<file path="config.mk">
export PLATFORM = sky130hd
export DESIGN_NAME = scaled_sys_counter
export DESIGN_NICKNAME = d
export VERILOG_FILES = /design/src/rtl/scnt_pkg.sv /design/src/rtl/scnt_regs.sv /design/src/rtl/scnt_frac.sv /design/src/rtl/scnt_count.sv /design/src/rtl/scaled_sys_counter.sv
export SDC_FILE = /design/constraint.sdc
export NUM_CORES = 1
export LEC_CHECK = 0
export CAP_MARGIN = 20
export CORE_MARGIN = 2
export CORE_UTILIZATION = 35
export DETAILED_ROUTE_END_ITERATION = 6
export DONT_BUFFER_PORTS = 1
export PLACE_DENSITY = 0.56
export RECOVER_POWER = 50
export SLEW_MARGIN = 30
export SYNTH_ARGS = -nofsm -noshare
export SYNTH_HDL_FRONTEND = slang
export SYNTH_SLANG_ARGS = --single-unit
</file>
<file path="constraint.sdc">
create_clock -name clk -period 12.89 [get_ports clk]
set_clock_uncertainty 0.05 [all_clocks]
set_input_delay 3.2225 -clock clk [delete_from_list [all_inputs] [get_ports clk]]
set_output_delay 3.2225 -clock clk [all_outputs]
set_load 0.01 [all_outputs]
</file>
<file path="src/rtl/scnt_pkg.sv">
// Package: shared widths, register addresses and control bit positions
// for the scaled system counter. Assumes a 32-bit register port.
package scnt_pkg;
    localparam int BUS_W  = 32;
    localparam int ADDR_W = 5;
    localparam int CNT_W  = 64;
    localparam int FRAC_W = 24;
    localparam int INC_W  = BUS_W - FRAC_W + 1;

    localparam logic [ADDR_W-1:0] A_CTRL   = 5'h00;
    localparam logic [ADDR_W-1:0] A_STATUS = 5'h04;
    localparam logic [ADDR_W-1:0] A_CNT_LO = 5'h08;
    localparam logic [ADDR_W-1:0] A_CNT_HI = 5'h0C;
    localparam logic [ADDR_W-1:0] A_SCALE  = 5'h10;

    localparam int CTRL_EN_BIT  = 0;
    localparam int CTRL_SCL_BIT = 2;

    localparam logic [BUS_W-1:0] SCALE_RESET = 32'h0100_0000;
endpackage

</file>
<file path="src/rtl/scnt_regs.sv">
// Register file: holds the control and scale registers, decodes
// write strobes for the count halves and builds the read data.
// Assumes a single-cycle write and a combinational read.
module scnt_regs
    import scnt_pkg::*;
(
    input  logic              clk,
    input  logic              rst_n,
    input  logic [ADDR_W-1:0] addr_i,
    input  logic              we_i,
    input  logic [BUS_W-1:0]  wdata_i,
    input  logic [CNT_W-1:0]  count_i,
    output logic              en_o,
    output logic              scaled_o,
    output logic [BUS_W-1:0]  scale_o,
    output logic              scale_wr_o,
    output logic [1:0]        cnt_wr_o,
    output logic [BUS_W-1:0]  rdata_o
);
    logic en_q, scaled_q;
    logic [BUS_W-1:0] scale_q;

    // Write decode for the count halves and the scale register
    always_comb begin
        cnt_wr_o[0] = we_i && (addr_i == A_CNT_LO);
        cnt_wr_o[1] = we_i && (addr_i == A_CNT_HI);
        scale_wr_o  = we_i && (addr_i == A_SCALE);
    end

    // Control and scale register storage
    always_ff @(posedge clk) begin
        if (!rst_n) begin
            en_q     <= 1'b0;
            scaled_q <= 1'b0;
            scale_q  <= SCALE_RESET;
        end else begin
            if (we_i && addr_i == A_CTRL) begin
                en_q     <= wdata_i[CTRL_EN_BIT];
                scaled_q <= wdata_i[CTRL_SCL_BIT];
            end
            if (scale_wr_o) scale_q <= wdata_i;
        end
    end

    // Read data multiplexer
    always_comb begin
        rdata_o = '0;
        unique case (addr_i)
            A_CTRL: begin
                rdata_o[CTRL_EN_BIT]  = en_q;
                rdata_o[CTRL_SCL_BIT] = scaled_q;
            end
            A_STATUS: rdata_o[0] = ~en_q;
            A_CNT_LO: rdata_o = count_i[BUS_W-1:0];
            A_CNT_HI: rdata_o = count_i[CNT_W-1:BUS_W];
            A_SCALE:  rdata_o = scale_q;
            default:  rdata_o = '0;
        endcase
    end

    assign en_o     = en_q;
    assign scaled_o = scaled_q;
    assign scale_o  = scale_q;
endmodule

</file>
<file path="src/rtl/scnt_frac.sv">
// Step generator: in scaled mode it adds the scale factor to a 24-bit
// fractional accumulator and hands out the integer part. In whole-unit
// mode it hands out 1. Assumes clear_i has priority over stepping.
module scnt_frac
    import scnt_pkg::*;
(
    input  logic              clk,
    input  logic              rst_n,
    input  logic              scaled_i,
    input  logic              step_i,
    input  logic              clear_i,
    input  logic [BUS_W-1:0]  scale_i,
    output logic [INC_W-1:0]  inc_o,
    output logic [FRAC_W-1:0] frac_o
);
    logic [FRAC_W-1:0] frac_q;
    logic [BUS_W:0]    sum;

    // Sum of remainder and scale factor
    always_comb begin
        sum = {{(BUS_W+1-FRAC_W){1'b0}}, frac_q} + {1'b0, scale_i};
        inc_o = scaled_i ? sum[BUS_W:FRAC_W] : INC_W'(1);
    end

    // Fractional remainder register
    always_ff @(posedge clk) begin
        if (!rst_n || clear_i) frac_q <= '0;
        else if (step_i && scaled_i) frac_q <= sum[FRAC_W-1:0];
    end

    assign frac_o = frac_q;
endmodule

</file>
<file path="src/rtl/scnt_count.sv">
// Count register: 64 bits kept as two 32-bit halves. A half write
// replaces that half and blocks the advance for the cycle. Otherwise
// the count adds the step, with the carry crossing halves at once.
module scnt_count
    import scnt_pkg::*;
(
    input  logic             clk,
    input  logic             rst_n,
    input  logic             adv_i,
    input  logic [INC_W-1:0] inc_i,
    input  logic [1:0]       wr_i,
    input  logic [BUS_W-1:0] wdata_i,
    output logic [CNT_W-1:0] count_o
);
    localparam int HALVES = CNT_W / BUS_W;

    logic [CNT_W-1:0] count_q;
    logic [CNT_W-1:0] sum;
    logic             any_wr;

    // Full-width sum so the low-half carry reaches the high half
    always_comb begin
        sum    = count_q + {{(CNT_W-INC_W){1'b0}}, inc_i};
        any_wr = |wr_i;
    end

    for (genvar h = 0; h < HALVES; h++) begin : g_half
        // Per-half update: a write wins, then the advance
        always_ff @(posedge clk) begin
            if (!rst_n) count_q[h*BUS_W +: BUS_W] <= '0;
            else if (wr_i[h]) count_q[h*BUS_W +: BUS_W] <= wdata_i;
            else if (adv_i && !any_wr) count_q[h*BUS_W +: BUS_W] <= sum[h*BUS_W +: BUS_W];
        end
    end

    assign count_o = count_q;
endmodule

</file>
<file path="src/rtl/scaled_sys_counter.sv">
// Top: scaled 64-bit system counter with a 32-bit register port.
// Assumes tick_i is synchronous to clk and lasts one cycle per tick.
module scaled_sys_counter
    import scnt_pkg::*;
(
    input  logic              clk,
    input  logic              rst_n,
    input  logic              tick_i,
    input  logic [ADDR_W-1:0] bus_addr_i,
    input  logic              bus_we_i,
    input  logic [BUS_W-1:0]  bus_wdata_i,
    output logic [BUS_W-1:0]  bus_rdata_o,
    output logic [CNT_W-1:0]  count_o
);
    logic              ctrl_en, ctrl_scaled, scale_wr, step;
    logic [1:0]        cnt_wr;
    logic [BUS_W-1:0]  scale_val;
    logic [INC_W-1:0]  inc;
    logic [FRAC_W-1:0] frac_val;

    assign step = tick_i && ctrl_en;

    scnt_regs u_regs (
        .clk(clk), .rst_n(rst_n), .addr_i(bus_addr_i), .we_i(bus_we_i),
        .wdata_i(bus_wdata_i), .count_i(count_o), .en_o(ctrl_en),
        .scaled_o(ctrl_scaled), .scale_o(scale_val), .scale_wr_o(scale_wr),
        .cnt_wr_o(cnt_wr), .rdata_o(bus_rdata_o)
    );

    scnt_frac u_frac (
        .clk(clk), .rst_n(rst_n), .scaled_i(ctrl_scaled), .step_i(step),
        .clear_i(scale_wr || (|cnt_wr)), .scale_i(scale_val),
        .inc_o(inc), .frac_o(frac_val)
    );

    scnt_count u_count (
        .clk(clk), .rst_n(rst_n), .adv_i(step), .inc_i(inc),
        .wr_i(cnt_wr), .wdata_i(bus_wdata_i), .count_o(count_o)
    );
endmodule

</file>
Word-level counts from Yosys, hierarchy flattened
Cells that the tools add are included.
W data, S select, Z words.

word-level totals
  flip-flop bits (word level) = 122
  bits of input ports = 41
  memories kept = 0
  bits in latches = 0
  bits in read-only memories = 0
  output and inout bits = 96
  bits in writable memories = 0

cells by class
  equal/unequal tests = 4
  shift operators = 0
  divide/modulo/power cells = 0
  order comparisons = 0
  multiply operators = 0
  bitwise gates (word level) = 1
  multiplexer cells = 9
  add/sub/neg operators = 2
  reduce and logical (&&, ||, !) cells = 15

operators with widths
  operator              count
  $mux W32              4
  $pmux W29 S3          1
  $add A64 B9 Y64       1
  $add A24 B32 Y33      1
  $eq A5 B4 Y1 const B  2
  $mux W9               1
  $logic_and A1 B1 Y1   7
  $eq A5 B3 Y1 const B  1
  $eq A5 B5 Y1 const B  1
  $logic_not A5 Y1      1
  $pmux W1 S5           1
  $pmux W1 S4           1
  $reduce_bool A2 Y1    2
  $pmux W1 S3           1
  $logic_not A1 Y1      2
  $logic_or A1 B1 Y1    2
  $reduce_or A2 Y1      1
  $not A1 Y1            1

Longest topological paths before layout
  depth after elaboration = 7
  gate-level depth with buffers = 21
  depth with buffers taken out = 20

By module
From an unflattened synthesis, not the netlist that was laid out.

second synthesis, totals
  cell total of the unflattened synthesis = 1106
  area, all modules = 8702.1 µm²

modules (own cells, without submodules)
  module              cells each  sequential area each (µm²)  area each (µm²)  instances
  scnt_count          551         1281.2                      4241.6           1
  scnt_frac           314         480.5                       2344.7           1
  scnt_regs           239         680.7                       2103.3           1
  scaled_sys_counter  2           0.0                         12.5             1

Worst setup path before layout
Ideal clock, no wire load.

  path kind = in2out
  start = input port bus_addr_i[2]
  end = output port bus_rdata_o[10]
  stages on the path = 5
  slack = 5.171 ns
  arrival time = 4.446 ns
  required time = 9.618 ns
  cell sequence = nand2b_1 -> nor4_1 -> clkbuf_1 -> nand2_1 -> o21ai_0

between the ends
  longest elaborated chain between the ends = 2
  elaborated cells on any way between the ends = 4
  those cells by class = 3 x eq/ne; 1 x mux

RTL lines
  item                                          RTL line                  RTL
  from (decl)                                   scaled_sys_counter.sv:9   input logic [ADDR_W-1:0] bus_addr_i,
  $eq A5 B5 Y1 or $eq A5 B4 Y1 (tied branches)  scnt_regs.sv:48           unique case (addr_i)
  $pmux W29 S3 *                                scnt_regs.sv:48
  to (decl)                                     scaled_sys_counter.sv:12  output logic [BUS_W-1:0] bus_rdata_o,

Every way passes the cells marked *; elsewhere a longest branch is shown, timed or not.

Worst setup path in the final report
  start = input port bus_addr_i[2]
  end = output port bus_rdata_o[0]

between the ends
  longest elaborated chain between the ends = 2
  elaborated cells on any way between the ends = 6
  those cells by class = 4 x eq/ne; 1 x mux; 1 x reduce/logical

RTL lines
  item                                        RTL line
  $eq A5 B5 Y1, or another cell as far along  scnt_regs.sv:48
  $pmux W1 S5 *                               scnt_regs.sv:48

Marks and branches as above.

==> run metrics <==
Hold Crit Endpoint=u_frac.frac_o[4]$_SDFFE_PP0P_; crit-path max FO=39; Synth Net Count=1205; Die W=159 µm; synth unique cells=81; WP data arrival=5.33 ns; Slew HR=-20.3%; drt drc=0; register-to-register setup slack=6.63 ns; main combinational cell family by area after synthesis=simple AND/OR/NAND/NOR gates; slew at the pin with the worst max-slew slack=1.80 ns; Post-Place Cell Area=0.00854 mm²; Reg2Reg Capture Point=u_count.count_o[60]$_SDFFE_PN0P_; CTS buffer count=17; simple-gate portion of the synthesized area=26.8%; Clock Tree Buf Depth=2; EDFF count, synth=0; Core Footprint=0.0235 mm²; number of fill cells=2457; Cells on Worst Hold Path=2; Die Y-Extent=159 µm; final antenna-violating net count=0; Reg2Reg Depth=21; RD Place Congestion=0.914; Core Util, Final=39.1%; cells after synthesis=1129; Hold Fails Final Rpt=0; largest net degree at the start of global routing=91; fmax=116 MHz; top_reg_cell synth=dfxtp_1; Die Area=0.0251 mm²; Power Density=103 mW/mm²; Layout area overhead=9.87%; ys async rst share=0%; CTS sink cnt=122; drt first pass iters=5; Post-Synth Adder-Cell Area=5.42%; Initial DRC Count=1046; reg2reg start=u_regs.scale_o[0]$_SDFFE_PN0P_; synthesized cell area=0.00836 mm²; post-CTS sizing=0; vias in the first global route=7871; Pwr Total=949 µW; violated checks=max-capacitance violations, max-slew violations; clock-pin slew on the worst setup and hold paths=0.06 ns; synth warn=0; Hold-fix buffers, CTS=0; initial antenna violation count=0; top-level I/O count=137; Startpoint Class=primary input; unrepaired setup endpoints after global routing=false; ANT cells=0; Critical Path, Cell by Cell=nand2b_1 -> nor4_1 -> clkbuf_1 -> a221o_1; via-per-instance ratio=6.19; final-stage net count=1166; Tcrit/Tclk final=66.7%; Via Count=8809; mux cell area share after synthesis=4.73%; minimum clock period=8.60 ns; routed wire length=33900 µm; Mapped Avg Cell Area=7.40 µm²; Initial Utilization=35.6%; Max Cap Viol=2; root buffer cell=clkbuf_16; Critical Setup Path Class=primary input to output pin; Port Buffer Count=0; Seq/Total Area, Yosys=29.2%; Hold Crit Class=flop to flop; crit-path max cell delay=1.32 ns; first-pass GRT wire length=50400 µm; Post-CTS Setup Bufs=0; Critical Path Slowest Stage Cell=clkbuf_1; WP data required=9.62 ns; Worst-Skew Late Latency=0.43 ns; worst hold start=u_frac.frac_o[4]$_SDFFE_PP0P_; row count=56; fin. max-slew vios=68; HPWL after DPL=24900 µm; post-synthesis compound-gate area fraction=25.8%; Leakage=3.26 nW; layout cells sized above 1=7.07%; WL/cell=23.8 µm; post-synthesis register bit count=122; Critical Path Sink Type=output pin; post-synthesis xor/xnor area fraction=3.46%; gr ovfl total=0; fin area=0.00918 mm²; Final Setup Violations=0; final setup TNS=0 ns; H-tree depth=4; CTS tree=built; Total Routing Usage GR=26.8%; Max VDD drop=0.0620 mV; outcome=complete, but fails checks
==> cell usage after synthesis (5+ instances only) <==
cell type  instances  area [µm²]
a21o_1            18         135
a21oi_1          130         651
a221oi_1           5        43.8
a22o_1             5        43.8
a22oi_1           16         120
a31oi_1           24         150
a32oi_1            6        52.6
and3_1            20         125
and4_1             7        61.3
clkbuf_1          58         218
dfxtp_1          122        2440
ha_1              33         413
inv_1              9        33.8
mux2i_1           35         350
nand2_1          220         826
nand2b_1           7        43.8
nand3_1           50         250
nand4_1           18         113
nor2_1            63         236
nor2b_1            5        31.3
nor3_1            17        85.1
nor4_1            14        87.6
o211ai_1           8        60.1
o21a_1            11        82.6
o21ai_0           79         395
o22ai_1            7        43.8
o311ai_0           5        43.8
or3_1              9        56.3
xnor2_1           19         166
xor2_1            14         123
==> critical path, delay by kind of cell <==
kind                   cells  cell delay [ns]
AND/OR/NAND/NOR            2             0.37
AO/OA/AOI/OAI              1             0.41
buffers and inverters      1             1.32
==> sequential cells by signal (all words and copies together), names as in the netlist <==
| name | count |
|---|---|
| u_count.count_o | 64 |
| u_frac.frac_o | 24 |
| u_regs.en_o | 1 |
| u_regs.scale_o | 32 |
| u_regs.scaled_o | 1 |
==> worst max-delay path by stage <==
| stage | cells after the start | startpoint | to |
|---|---|---|---|
| 6_report | 4 | bus_addr_i[2] | bus_rdata_o[0] |
| 5_1_grt | 5 | bus_addr_i[2] | bus_rdata_o[1] |
| 4_1_cts | 2 | bus_addr_i[4] | bus_rdata_o[20] |
| 3_5_place_dp | 2 | bus_addr_i[4] | bus_rdata_o[20] |
| 3_3_place_gp | 3 | bus_addr_i[4] | bus_rdata_o[0] |
| 2_1_floorplan | 5 | bus_addr_i[2] | bus_rdata_o[10] |
==> metrics by stage <==
step                      instances  setup slack, ns  hold WS (ns)
final                          1422             4.29         0.406
after global placement         1390             4.87         0.393
after floorplan                1129             5.17         0.386
after detailed placement       1390             4.83         0.401
after global routing           1422             4.11         0.417
after CTS                      1422             4.83         0.407
==> routing by layer <==
layer | vias to the layer above | global-route usage, % | share of wire (%)
li1 | 4070 | - | -
met1 | 4222 | 36.1 | 43
met2 | 452 | 40.6 | 44
met3 | 65 | 8.14 | 11
met4 | 0 | 9.65 | 2.9
met5 | - | 0 | 0
==> power by group <==
part / switching [mW] / total, mW / internal, mW
Clock: 0.206 / 0.541 / 0.334
Sequential: 0.00628 / 0.386 / 0.379
Combinational: 0.0152 / 0.0227 / 0.00748
==> kinds of logic (layout without fill, tap and decap cells) <==
logic type	Yosys count	count (layout)
multiplexers	39	39
buffers and inverters	81	55
AND/OR/NAND/NOR	467	467
AO/OA/AOI/OAI	352	352
flip-flops	122	122
adder cells (fa/ha/maj)	35	35
XOR/XNOR	33	33
==> cell type report <==
class,instances,area (µm²),share of cell area (%)
Clock buffer,18,439,4.78
Clock inverter,14,208,2.26
Inverter,10,37.5,0.409
Multi-Input combinational cell,926,5560,60.6
Sequential cell,122,2440,26.6
Tap cell,319,399,4.35
Timing Repair Buffer,13,93.8,1.02
==> layout by cell type, fill, tap and decap left out, types with 13 or more instances in the layout <==
| cell type | netlist | routed |
|---|---|---|
| clkbuf_16 | 0 | 17 |
| mux2i_1 | 35 | 35 |
| and3_1 | 20 | 19 |
| nor2_1 | 63 | 62 |
| xor2_1 | 14 | 14 |
| nand3_1 | 50 | 48 |
| a21oi_1 | 130 | 130 |
| ha_1 | 33 | 33 |
| nand2_1 | 220 | 220 |
| nor3_1 | 17 | 17 |
| dfxtp_1 | 122 | 122 |
| a21o_1 | 18 | 18 |
| nor4_1 | 14 | 13 |
| nand4_1 | 18 | 18 |
| a31oi_1 | 24 | 24 |
| xnor2_1 | 19 | 19 |
| o21ai_0 | 79 | 79 |
| a22oi_1 | 16 | 16 |
(Power assumes the default switching activity.)
